## config.mk

```make
export PLATFORM = sky130hd
export DESIGN_NAME = shlru_victim_sel
export DESIGN_NICKNAME = d
export VERILOG_FILES = /design/src/rtl/shlru_pkg.sv /design/src/rtl/shlru_tid_scan.sv /design/src/rtl/shlru_pick.sv /design/src/rtl/shlru_promote.sv /design/src/rtl/shlru_victim_sel.sv
export SDC_FILE = /design/constraint.sdc
export NUM_CORES = 2
export LEC_CHECK = 0
export BUFFER_PORTS_ARGS = -buffer_cell sky130_fd_sc_hd__buf_2
export CORE_MARGIN = 2
export CORE_UTILIZATION = 30
export CTS_CLUSTER_DIAMETER = 100
export DETAILED_ROUTE_END_ITERATION = 8
export GPL_ROUTABILITY_DRIVEN = 0
export GPL_TIMING_DRIVEN = 0
export PLACE_DENSITY_LB_ADDON = 0.15
export SLEW_MARGIN = 20
export SYNTH_ARGS = -nofsm -noshare
export SYNTH_HDL_FRONTEND = slang
export SYNTH_SLANG_ARGS = --single-unit
```

## constraint.sdc

```tcl
create_clock -name clk -period 45.6 [get_ports clk]
set_clock_uncertainty 0.05 [all_clocks]
set_input_delay 4.56 -clock clk [delete_from_list [all_inputs] [get_ports clk]]
set_output_delay 4.56 -clock clk [all_outputs]
set_load 0.01 [all_outputs]
```

## src/rtl/shlru_pkg.sv

```systemverilog
package shlru_pkg;
    localparam int WAYS  = 16;
    localparam int WAY_W = $clog2(WAYS);
    localparam int TIDS  = 4;
    localparam int TID_W = $clog2(TIDS);
    localparam int CNT_W = $clog2(WAYS + 2);

    typedef struct packed {
        logic [TID_W-1:0] tid;
        logic [WAY_W-1:0] way;
    } slot_t;

    // index 0 = most recent, WAYS-1 = least recent
    typedef slot_t [WAYS-1:0] stack_t;

    typedef enum logic [1:0] {
        RSN_HIT      = 2'b00,
        RSN_INVALID  = 2'b01,
        RSN_INACTIVE = 2'b10,
        RSN_MAJORITY = 2'b11
    } reason_e;

    typedef enum logic [1:0] {
        ST_IDLE,
        ST_LOAD,
        ST_CHOOSE,
        ST_COMMIT
    } state_e;
endpackage

```

## src/rtl/shlru_tid_scan.sv

```systemverilog
module shlru_tid_scan
    import shlru_pkg::*;
(
    input  stack_t                       stk,
    output logic [TIDS-1:0]              present,
    output logic [TIDS-1:0][WAY_W-1:0]   lru_pos,
    output logic [TIDS-1:0][CNT_W-1:0]   resident_cnt
);
    for (genvar t = 0; t < TIDS; t++) begin : g_tid
        logic [WAYS-1:0] match;
        always_comb begin
            for (int i = 0; i < WAYS; i++) begin
                match[i] = (stk[i].tid == TID_W'(t));
            end
        end
        // priority toward the least-recent end: the last match wins
        always_comb begin
            present[t]      = 1'b0;
            lru_pos[t]      = '0;
            resident_cnt[t] = '0;
            for (int i = 0; i < WAYS; i++) begin
                if (match[i]) begin
                    present[t]      = 1'b1;
                    lru_pos[t]      = WAY_W'(i);
                    resident_cnt[t] = resident_cnt[t] + CNT_W'(1);
                end
            end
        end
    end
endmodule

```

## src/rtl/shlru_pick.sv

```systemverilog
module shlru_pick
    import shlru_pkg::*;
(
    input  stack_t                       stk,
    input  logic [WAYS-1:0]              way_valid,
    input  logic [TIDS-1:0]              tid_inactive,
    input  logic [TID_W-1:0]             req_tid,
    input  logic [TIDS-1:0]              present,
    input  logic [TIDS-1:0][WAY_W-1:0]   lru_pos,
    input  logic [TIDS-1:0][CNT_W-1:0]   resident_cnt,
    output logic [WAY_W-1:0]             vict_way,
    output logic [TID_W-1:0]             vict_owner,
    output reason_e                      vict_reason
);
    logic             any_inv;
    logic [WAY_W-1:0] inv_way;
    logic [TID_W-1:0] inv_owner;
    logic             ia_found;
    logic [WAY_W-1:0] ia_pos;
    logic             best_found;
    logic [TID_W-1:0] best_tid;
    logic [CNT_W-1:0] best_cnt;
    logic [WAY_W-1:0] best_pos;
    logic [CNT_W-1:0] cand_cnt;

    // lowest-indexed invalid way and its recorded owner
    always_comb begin
        any_inv = ~&way_valid;
        inv_way = '0;
        for (int i = WAYS - 1; i >= 0; i--) begin
            if (!way_valid[i]) inv_way = WAY_W'(i);
        end
        inv_owner = '0;
        for (int i = 0; i < WAYS; i++) begin
            if (stk[i].way == inv_way) inv_owner = stk[i].tid;
        end
    end

    // inactive-owned block nearest the least-recent end
    always_comb begin
        ia_found = 1'b0;
        ia_pos   = '0;
        for (int i = 0; i < WAYS; i++) begin
            if (tid_inactive[stk[i].tid]) begin
                ia_found = 1'b1;
                ia_pos   = WAY_W'(i);
            end
        end
    end

    // largest occupancy including the incoming block; tie -> nearest LRU
    always_comb begin
        best_found = 1'b0;
        best_tid   = '0;
        best_cnt   = '0;
        best_pos   = '0;
        cand_cnt   = '0;
        for (int t = 0; t < TIDS; t++) begin
            cand_cnt = resident_cnt[t] + CNT_W'(req_tid == TID_W'(t));
            if (present[t]) begin
                if (!best_found || (cand_cnt > best_cnt) ||
                    ((cand_cnt == best_cnt) && (lru_pos[t] > best_pos))) begin
                    best_found = 1'b1;
                    best_tid   = TID_W'(t);
                    best_cnt   = cand_cnt;
                    best_pos   = lru_pos[t];
                end
            end
        end
    end

    always_comb begin
        if (any_inv) begin
            vict_way    = inv_way;
            vict_owner  = inv_owner;
            vict_reason = RSN_INVALID;
        end else if (ia_found) begin
            vict_way    = stk[ia_pos].way;
            vict_owner  = stk[ia_pos].tid;
            vict_reason = RSN_INACTIVE;
        end else begin
            vict_way    = stk[best_pos].way;
            vict_owner  = best_tid;
            vict_reason = RSN_MAJORITY;
        end
    end
endmodule

```

## src/rtl/shlru_promote.sv

```systemverilog
module shlru_promote
    import shlru_pkg::*;
(
    input  stack_t           stk,
    input  logic [WAY_W-1:0] tgt_way,
    input  logic [TID_W-1:0] new_tid,
    input  logic             rewrite_tid,
    output stack_t           stk_nxt,
    output logic [TID_W-1:0] tgt_owner
);
    logic [WAY_W-1:0] hit_pos;

    always_comb begin
        hit_pos = '0;
        for (int i = 0; i < WAYS; i++) begin
            if (stk[i].way == tgt_way) hit_pos = WAY_W'(i);
        end
        tgt_owner = stk[hit_pos].tid;
    end

    always_comb begin
        stk_nxt[0].way = tgt_way;
        stk_nxt[0].tid = rewrite_tid ? new_tid : tgt_owner;
        for (int i = 1; i < WAYS; i++) begin
            if (i <= int'(hit_pos)) stk_nxt[i] = stk[i-1];
            else                    stk_nxt[i] = stk[i];
        end
    end
endmodule

```

## src/rtl/shlru_victim_sel.sv

```systemverilog
module shlru_victim_sel
    import shlru_pkg::*;
#(
    parameter int NUM_SETS = 16,
    localparam int SET_W   = $clog2(NUM_SETS)
) (
    input  logic                 clk,
    input  logic                 rst_n,
    input  logic                 req_valid,
    output logic                 req_ready,
    input  logic [SET_W-1:0]     req_set,
    input  logic                 req_hit,
    input  logic [WAY_W-1:0]     req_way,
    input  logic [TID_W-1:0]     req_tid,
    input  logic [WAYS-1:0]      way_valid,
    input  logic [TIDS-1:0]      tid_inactive,
    output logic                 rsp_valid,
    output logic [WAY_W-1:0]     rsp_way,
    output logic [TID_W-1:0]     rsp_tid,
    output logic [1:0]           rsp_reason
);
    state_e state, state_nxt;

    stack_t stk_mem [NUM_SETS];
    stack_t cur_stk;
    stack_t nxt_stk_q;

    logic [SET_W-1:0] q_set;
    logic             q_hit;
    logic [WAY_W-1:0] q_way;
    logic [TID_W-1:0] q_tid;
    logic [WAYS-1:0]  q_valid;
    logic [TIDS-1:0]  q_inactive;

    logic [WAY_W-1:0] rsp_way_q;
    logic [TID_W-1:0] rsp_tid_q;
    reason_e          rsp_reason_q;

    logic [TIDS-1:0]            sc_present;
    logic [TIDS-1:0][WAY_W-1:0] sc_lru_pos;
    logic [TIDS-1:0][CNT_W-1:0] sc_cnt;
    logic [WAY_W-1:0]           pk_way;
    logic [TID_W-1:0]           pk_owner;
    reason_e                    pk_reason;
    logic [WAY_W-1:0]           tgt_way;
    stack_t                     promo_stk;
    logic [TID_W-1:0]           promo_owner;

    shlru_tid_scan u_scan (
        .stk          (cur_stk),
        .present      (sc_present),
        .lru_pos      (sc_lru_pos),
        .resident_cnt (sc_cnt)
    );

    shlru_pick u_pick (
        .stk          (cur_stk),
        .way_valid    (q_valid),
        .tid_inactive (q_inactive),
        .req_tid      (q_tid),
        .present      (sc_present),
        .lru_pos      (sc_lru_pos),
        .resident_cnt (sc_cnt),
        .vict_way     (pk_way),
        .vict_owner   (pk_owner),
        .vict_reason  (pk_reason)
    );

    assign tgt_way = q_hit ? q_way : pk_way;

    shlru_promote u_promote (
        .stk         (cur_stk),
        .tgt_way     (tgt_way),
        .new_tid     (q_tid),
        .rewrite_tid (!q_hit),
        .stk_nxt     (promo_stk),
        .tgt_owner   (promo_owner)
    );

    // state register
    always_ff @(posedge clk) begin
        if (!rst_n) state <= ST_IDLE;
        else        state <= state_nxt;
    end

    // next state
    always_comb begin
        state_nxt = state;
        unique case (state)
            ST_IDLE:   if (req_valid) state_nxt = ST_LOAD;
            ST_LOAD:   state_nxt = ST_CHOOSE;
            ST_CHOOSE: state_nxt = ST_COMMIT;
            ST_COMMIT: state_nxt = ST_IDLE;
            default:   state_nxt = ST_IDLE;
        endcase
    end

    // outputs
    always_comb begin
        req_ready  = (state == ST_IDLE);
        rsp_valid  = (state == ST_COMMIT);
        rsp_way    = rsp_way_q;
        rsp_tid    = rsp_tid_q;
        rsp_reason = rsp_reason_q;
    end

    // datapath and stack storage
    always_ff @(posedge clk) begin
        if (!rst_n) begin
            for (int s = 0; s < NUM_SETS; s++) begin
                for (int i = 0; i < WAYS; i++) begin
                    stk_mem[s][i].way <= WAY_W'(i);
                    stk_mem[s][i].tid <= '0;
                end
            end
            cur_stk      <= '0;
            nxt_stk_q    <= '0;
            q_set        <= '0;
            q_hit        <= 1'b0;
            q_way        <= '0;
            q_tid        <= '0;
            q_valid      <= '0;
            q_inactive   <= '0;
            rsp_way_q    <= '0;
            rsp_tid_q    <= '0;
            rsp_reason_q <= RSN_HIT;
        end else begin
            unique case (state)
                ST_IDLE: begin
                    if (req_valid) begin
                        q_set      <= req_set;
                        q_hit      <= req_hit;
                        q_way      <= req_way;
                        q_tid      <= req_tid;
                        q_valid    <= way_valid;
                        q_inactive <= tid_inactive;
                    end
                end
                ST_LOAD: begin
                    cur_stk <= stk_mem[q_set];
                end
                ST_CHOOSE: begin
                    nxt_stk_q    <= promo_stk;
                    rsp_way_q    <= tgt_way;
                    rsp_tid_q    <= q_hit ? promo_owner : pk_owner;
                    rsp_reason_q <= q_hit ? RSN_HIT : pk_reason;
                end
                ST_COMMIT: begin
                    stk_mem[q_set] <= nxt_stk_q;
                end
                default: ;
            endcase
        end
    end
endmodule

```

**Yosys cells after proc, flatten, opt, wreduce, memory -nomap -nowiden**

Memories as Yosys holds them, arrays and structs flattened. A register that Yosys moved wholly into a read port is not among the register bits.
Cells that the tools add are included.

- Bits in registers: 133
- Bits in writable memories: 1536
- Input bits: 34
- Output and inout port bits: 10
- Logic and storage cells: 630
- Memories: 1

- Add/sub/neg operators: 64
- $lt $le $gt $ge: 40
- Equality and inequality tests: 89
- Multiplexer cells: 361
- Reductions and logical operators: 34

Memory list:

| name | words | width | rd ports | clocked after memory_dff | write ports | line | RTL |
|---|---|---|---|---|---|---|---|
| stk_mem | 16 | 96 | 1 | 1 | 16 | shlru_victim_sel.sv:24 | `stack_t stk_mem [NUM_SETS];` |

Operator list:

| kind | number |
|---|---|
| 5-bit two-way mux | 65 |
| 4-bit two-way mux | 76 |
| 5-bit by 1-bit adder with 5-bit output (second input constant) | 56 |
| 4-bit equality test | 31 |
| 1-bit two-way mux | 118 |
| 6-bit two-way mux | 17 |
| 96-bit two-way mux | 1 |
| 96-bit OR reduction | 1 |
| 2-bit two-way mux | 40 |
| 6-bit binary-select mux with 4-bit select | 3 |
| 2-bit equality test (second input constant) | 36 |
| 3-bit two-way mux | 24 |
| 2-bit by 3-bit < comparator with 1-bit output (second input constant) | 16 |
| 2-bit by 1-bit equality test with 1-bit output (second input constant) | 18 |
| 2-bit zero test | 18 |
| 1-bit binary-select mux with 2-bit select | 16 |
| 4-bit less-or-equal comparator (first input constant) | 8 |
| 5-bit by 1-bit adder with 5-bit output | 4 |
| 3-bit by 4-bit less-or-equal comparator with 1-bit output (first input constant) | 4 |
| 16-bit AND reduction | 1 |
| 5-bit equality test | 3 |
| 5-bit greater-than comparator | 3 |
| 4-bit by 5-bit < comparator with 1-bit output (second input constant) | 3 |
| 4-bit greater-than comparator | 3 |
| 9 further kinds | 23 |

**Depth between registers and ports, before layout**

- Depth in word-level cells: 73
- Gate-level depth with buffers: 89
- Depth with buffers taken out: 79

**Hierarchy**

Synthesis repeated with hierarchy kept, for this count alone.

- Cell total of the unflattened synthesis: 7661
- Area total of the unflattened synthesis: 92608.8 um^2

Modules (own cells, without submodules):

| module | times used | cells each | area an instance (um^2) |
|---|---|---|---|
| shlru_victim_sel | 1 | 5560 | 77111.5 |
| shlru_tid_scan | 1 | 1137 | 7995.2 |
| shlru_pick | 1 | 686 | 4989.8 |
| shlru_promote | 1 | 278 | 2512.4 |

**Worst setup path before layout**

No wires, ideal clock.

- Path type: reg-to-reg
- Start: register cur_stk[10] (netlist name)
- End: register nxt_stk_q[5] (netlist name)
- Data arrival time: 15648 ps
- Data required time: 45416 ps
- Setup slack: 29768 ps
- Cell stages (with the launch flop): 78
- Buffers on the path: 6
- Clock period less this slack: 15832 ps
- Cell sequence: dfxtp_1 clkbuf_1 nor4bb_1 a21oi_1 xnor2_1 a21oi_1 ha_1 nand2_1 o31ai_1 xnor2_1 mux2_2 ha_1 xnor2_1 and3_1 a211oi_1 inv_1 ha_1 xnor2_1 [42 not listed] a31oi_1 or3_1 buf_2 and3_1 buf_6 mux2_4 o211a_1 or4_1 clkbuf_1 mux2i_1 a221o_1 nor3_1 a211o_1 o211a_1 nor2_2 mux2_4 a2111oi_4 nand3_1

- Longest elaborated chain between the ends: 71
- Elaborated cells between the ends (all ways): 354
- Classes of those cells: add/sub: 60; order compare: 6; eq/ne: 21; mux: 254; reduce/logical: 13

RTL lines:

| what | line | RTL |
|---|---|---|
| 2-bit zero test | shlru_tid_scan.sv:13 | `match[i] = (stk[i].tid == TID_W'(t));` |
| 5-bit two-way mux | shlru_tid_scan.sv:22 | `if (match[i]) begin` |
| 5-bit by 1-bit adder with 5-bit output | shlru_tid_scan.sv:25 | `resident_cnt[t] = resident_cnt[t] + CNT_W'(1);` |
| 5-bit two-way mux | shlru_tid_scan.sv:22 |  |
| 5-bit by 1-bit adder with 5-bit output | shlru_tid_scan.sv:25 |  |
| 5-bit two-way mux | shlru_tid_scan.sv:22 |  |
| 5-bit by 1-bit adder with 5-bit output | shlru_tid_scan.sv:25 |  |
| 5-bit two-way mux | shlru_tid_scan.sv:22 |  |
| [45 not listed] | -- |  |
| 1-bit two-way mux | shlru_promote.sv:16 | `if (stk[i].way == tgt_way) hit_pos = WAY_W'(i);` |
| 2-bit two-way mux (2 in a row) | shlru_promote.sv:16 |  |
| 3-bit two-way mux (4 in a row) | shlru_promote.sv:16 |  |
| 4-bit two-way mux (7 in a row) | shlru_promote.sv:16 |  |
| 4-bit two-way mux (*) | shlru_promote.sv:16 |  |
| 6-bit binary-select mux with 4-bit select (*) | shlru_promote.sv:18 | `tgt_owner = stk[hit_pos].tid;` |
| 6-bit two-way mux (not written as such) (*) | shlru_promote.sv:18 |  |
| 2-bit two-way mux (*) | shlru_promote.sv:23 | `stk_nxt[0].tid = rewrite_tid ? new_tid : tgt_owner;` |
| to (signal assigned) | shlru_victim_sel.sv:143 | `nxt_stk_q <= promo_stk;` |
| to (decl) | shlru_victim_sel.sv:26 | `stack_t nxt_stk_q;` |

Mark *: on every way between the ends. The rest lies on a longest branch, timed or not. The select of a mux whose other input is x is not followed.
A chain may end at the register's enable or synchronous reset.

**Worst setup path after layout**

- Start: register cur_stk[10] (netlist name)
- End: register nxt_stk_q[9] (netlist name)

- Longest elaborated chain between the ends: 70
- Elaborated cells between the ends (all ways): 353
- Classes of those cells: add/sub: 60; order compare: 7; eq/ne: 21; mux: 252; reduce/logical: 13

RTL lines:

| what | line | RTL |
|---|---|---|
| 2-bit zero test | shlru_tid_scan.sv:13 |  |
| 5-bit two-way mux | shlru_tid_scan.sv:22 |  |
| 5-bit by 1-bit adder with 5-bit output | shlru_tid_scan.sv:25 |  |
| 5-bit two-way mux | shlru_tid_scan.sv:22 |  |
| 5-bit by 1-bit adder with 5-bit output | shlru_tid_scan.sv:25 |  |
| 5-bit two-way mux | shlru_tid_scan.sv:22 |  |
| 5-bit by 1-bit adder with 5-bit output | shlru_tid_scan.sv:25 |  |
| 5-bit two-way mux | shlru_tid_scan.sv:22 |  |
| [44 not listed] | -- |  |
| 4-bit equality test | shlru_promote.sv:16 |  |
| 1-bit two-way mux | shlru_promote.sv:16 |  |
| 2-bit two-way mux (2 in a row) | shlru_promote.sv:16 |  |
| 3-bit two-way mux (4 in a row) | shlru_promote.sv:16 |  |
| 4-bit two-way mux (7 in a row) | shlru_promote.sv:16 |  |
| 4-bit two-way mux (*) | shlru_promote.sv:16 |  |
| 1-bit by 4-bit less-or-equal comparator with 1-bit output (*) | shlru_promote.sv:25 | `if (i <= int'(hit_pos)) stk_nxt[i] = stk[i-1];` |
| 6-bit two-way mux (*) | shlru_promote.sv:25 |  |

Marks and branches as above.

==> metrics.txt <==
crit-path leading delay family=compound AO/OA/AOI/OAI gates; total CTS buffers=202; WS Path Type=flop to flop; Mapped Cells=6896; routed vias/inst=5.45; CP max FO=10; worst hold path class=flop to flop; row count=201; pin count of the biggest net entering global routing=41; vias in the first global route=61930; clock root cell=clkbuf_16; Synth Warn #=0; antenna-violating nets left=0; Worst EP required=46.21 ns; Initial DRC Count=7187; share of cells above drive strength 1=16.4%; post-cts gate resize count=0; Setup TNS=0 ns; ys flop type=edfxtp_1; area share of the largest cell type after synthesis=50.9%; die footprint=307000 um^2; Area Growth Syn to Fin=17.3%; Yosys cell types=109; Initial Utilization=30.2%; dominant cells by area after synthesis=edfxtp_1 51%, mux4_2 12%, and2_1 6.9%; H-tree depth=4; Routed WL=361000 um; total track usage=23.2%; IO Port Bufs=43; max-slew violation count=0; worst setup margin=24.13 ns; slew of the pin with the lowest slew margin=1.33 ns; CP endpoint kind=flop; via count=62250; slowest stage delay, CP=0.90 ns; die width=554 um; # Post-CTS Setup Buffers=0; Mapped Nets=7027; Post-synth EDFFs=1536; Post-DP HPWL=273000 um; nets=7402; register area share after synthesis=55.9%; chip height=554 um; FMAX=0.0466 GHz; clk_lat worst skew=0.93 ns; most frequent CP cell=ha_1; startpoint types=flop; fill count=29198; WP buf/inv=11; Critical-path top delay cell=nor4bb_1; DRT Pass-1 Iters=8; Synth area leader=edfxtp_1; crit path DAT=22.08 ns; Period minus WS final=21.47 ns; global-route wire length before repair=500000 um; maxcap violations=0; Congestion Overflow GR=0; initial antenna violation count=41; ys async rst share=0%; CTS max path bufs=3; Synth Cell Area=90700 um^2; status=completed; CTS Sinks=1765; Fin. Hold Viols=0; Final Setup Violations=0; pre-CTS setup slack=24.60 ns; Final period util=47.1%; hold_buf cts=0; Syn Area/Cell=13.1 um^2; Synth Register Bits=1765; RSZ-0062 raised after global routing=false; Clock Pin Slew Worst Setup and Hold Paths=0.05 ns; core area=300000 um^2; drc violations=0; Routed WL per cell=31.7 um; TritonCTS clock tree=built; Slew headroom=11.5%; I/O pins=44
==> metal layers <==
layer / global-route usage (%) / vias to the layer above / routed length (um)
met5: 0 / - / 126
met4: 9.93 / 20 / 17700
met3: 3.99 / 632 / 26600
met2: 36.0 / 2712 / 162000
met1: 31.8 / 32416 / 155000
li1: - / 26470 / -
==> layout make-up <==
| class | instances | area (um^2) | share of cell area, % |
|---|---|---|---|
| inverter | 87 | 327 | 0.307 |
| tap | 3958 | 4950 | 4.66 |
| clock inverter | 103 | 1200 | 1.13 |
| clock buffer | 277 | 5530 | 5.20 |
| sequential | 1765 | 50700 | 47.7 |
| buffer | 645 | 2650 | 2.49 |
| antenna | 13 | 32.5 | 0.0306 |
| multi-input combinational | 4399 | 37400 | 35.2 |
| timing repair buffer | 171 | 3530 | 3.32 |
==> placed cells by master (no fill, tap or decap), types with 16 or more instances in the layout <==
cell type	synthesis	routed
dfxtp_1	229	229
clkbuf_1	540	531
mux2_2	39	39
nand2b_1	166	162
nor4_1	28	28
clkinv_1	3	45
edfxtp_1	1536	1536
nor2b_1	41	41
o22ai_1	22	22
nor3_1	86	80
buf_12	0	18
nand4_1	60	60
xnor2_1	218	218
nand3_1	76	76
o21ai_0	144	132
ha_1	97	97
buf_1	66	40
a221oi_1	16	16
a31oi_1	30	28
and2_1	1005	1005
clkbuf_2	2	72
mux2i_1	253	253
nand2_1	267	267
buf_16	0	105
clkbuf_16	0	202
nor2_1	320	307
or3_1	391	391
xor2_1	83	83
a211oi_1	78	78
and3_1	18	18
inv_1	84	84
or2_2	25	25
clkbuf_8	0	19
buf_2	19	83
mux4_2	496	496
a21oi_1	162	162
clkinv_2	0	25
==> state kept, by name, indices dropped and copies added, names as in the netlist, 4 cells and up <==
| name | count |
|---|---|
| stk_mem | 1536 |
| q_set | 4 |
| cur_stk | 96 |
| nxt_stk_q | 92 |
| rsp_way | 4 |
| q_valid | 16 |
| q_inactive | 4 |
| q_way | 4 |
==> worst reg2reg max path, delay by kind of cell (launching register included) <==
| kind | cells | cell delay [ns] |
|---|---|---|
| adder cells (fa/ha/maj) | 11 | 3.34 |
| buffers and inverters | 11 | 2.65 |
| XOR/XNOR | 7 | 1.28 |
| AO/OA/AOI/OAI | 23 | 6.54 |
| AND/OR/NAND/NOR | 17 | 4.83 |
| flip-flops | 1 | 0.47 |
| multiplexers | 8 | 2.12 |
==> cell families after synthesis <==
family	Yosys count	share of synthesized area (%)
XOR/XNOR	308	3.08
adder cells (fa/ha/maj)	100	1.37
buffers and inverters	732	3.16
AND/OR/NAND/NOR	2544	15.9
multiplexers	791	15.7
AO/OA/AOI/OAI	656	4.89
flip-flops	1765	55.9
==> Yosys cell counts, drive strengths merged (18+ instances only) <==
cell	instances
a211oi	79
a21oi	164
a31oi	30
and2	1010
and3	18
buf	103
clkbuf	542
dfxtp	229
edfxtp	1536
ha	97
inv	84
mux2	41
mux2i	253
mux4	497
nand2	268
nand2b	166
nand3	76
nand4	61
nor2	323
nor2b	41
nor3	86
nor4	30
o21ai	152
o22ai	23
or2	28
or3	391
xnor2	219
xor2	83
==> metrics by stage <==
step	instances	area (um^2)	hold WS [ns]	util (%)
after floorplan	6896	90700	0.381	-
after global placement	10897	95800	0.412	31.9
after detailed placement	11025	99600	0.420	33.2
after CTS	11405	106000	0.427	35.4
after global routing	11407	106000	0.460	35.4
final	11418	106000	0.423	35.4
==> final timing paths <==
check / start / cells past startpoint / to / slack, ns
max: cur_stk[10] / 77 / nxt_stk_q[9] / 24.13
min: q_valid[9] / 2 / q_valid[9] / 0.42
max reg2reg: cur_stk[10] / 77 / nxt_stk_q[9] / 24.13
min reg2reg: q_valid[9] / 2 / q_valid[9] / 0.42
Power is left out: the tool's default activity adds up to more than one toggle a clock period on the data nets, which glitch-free logic cannot reach.
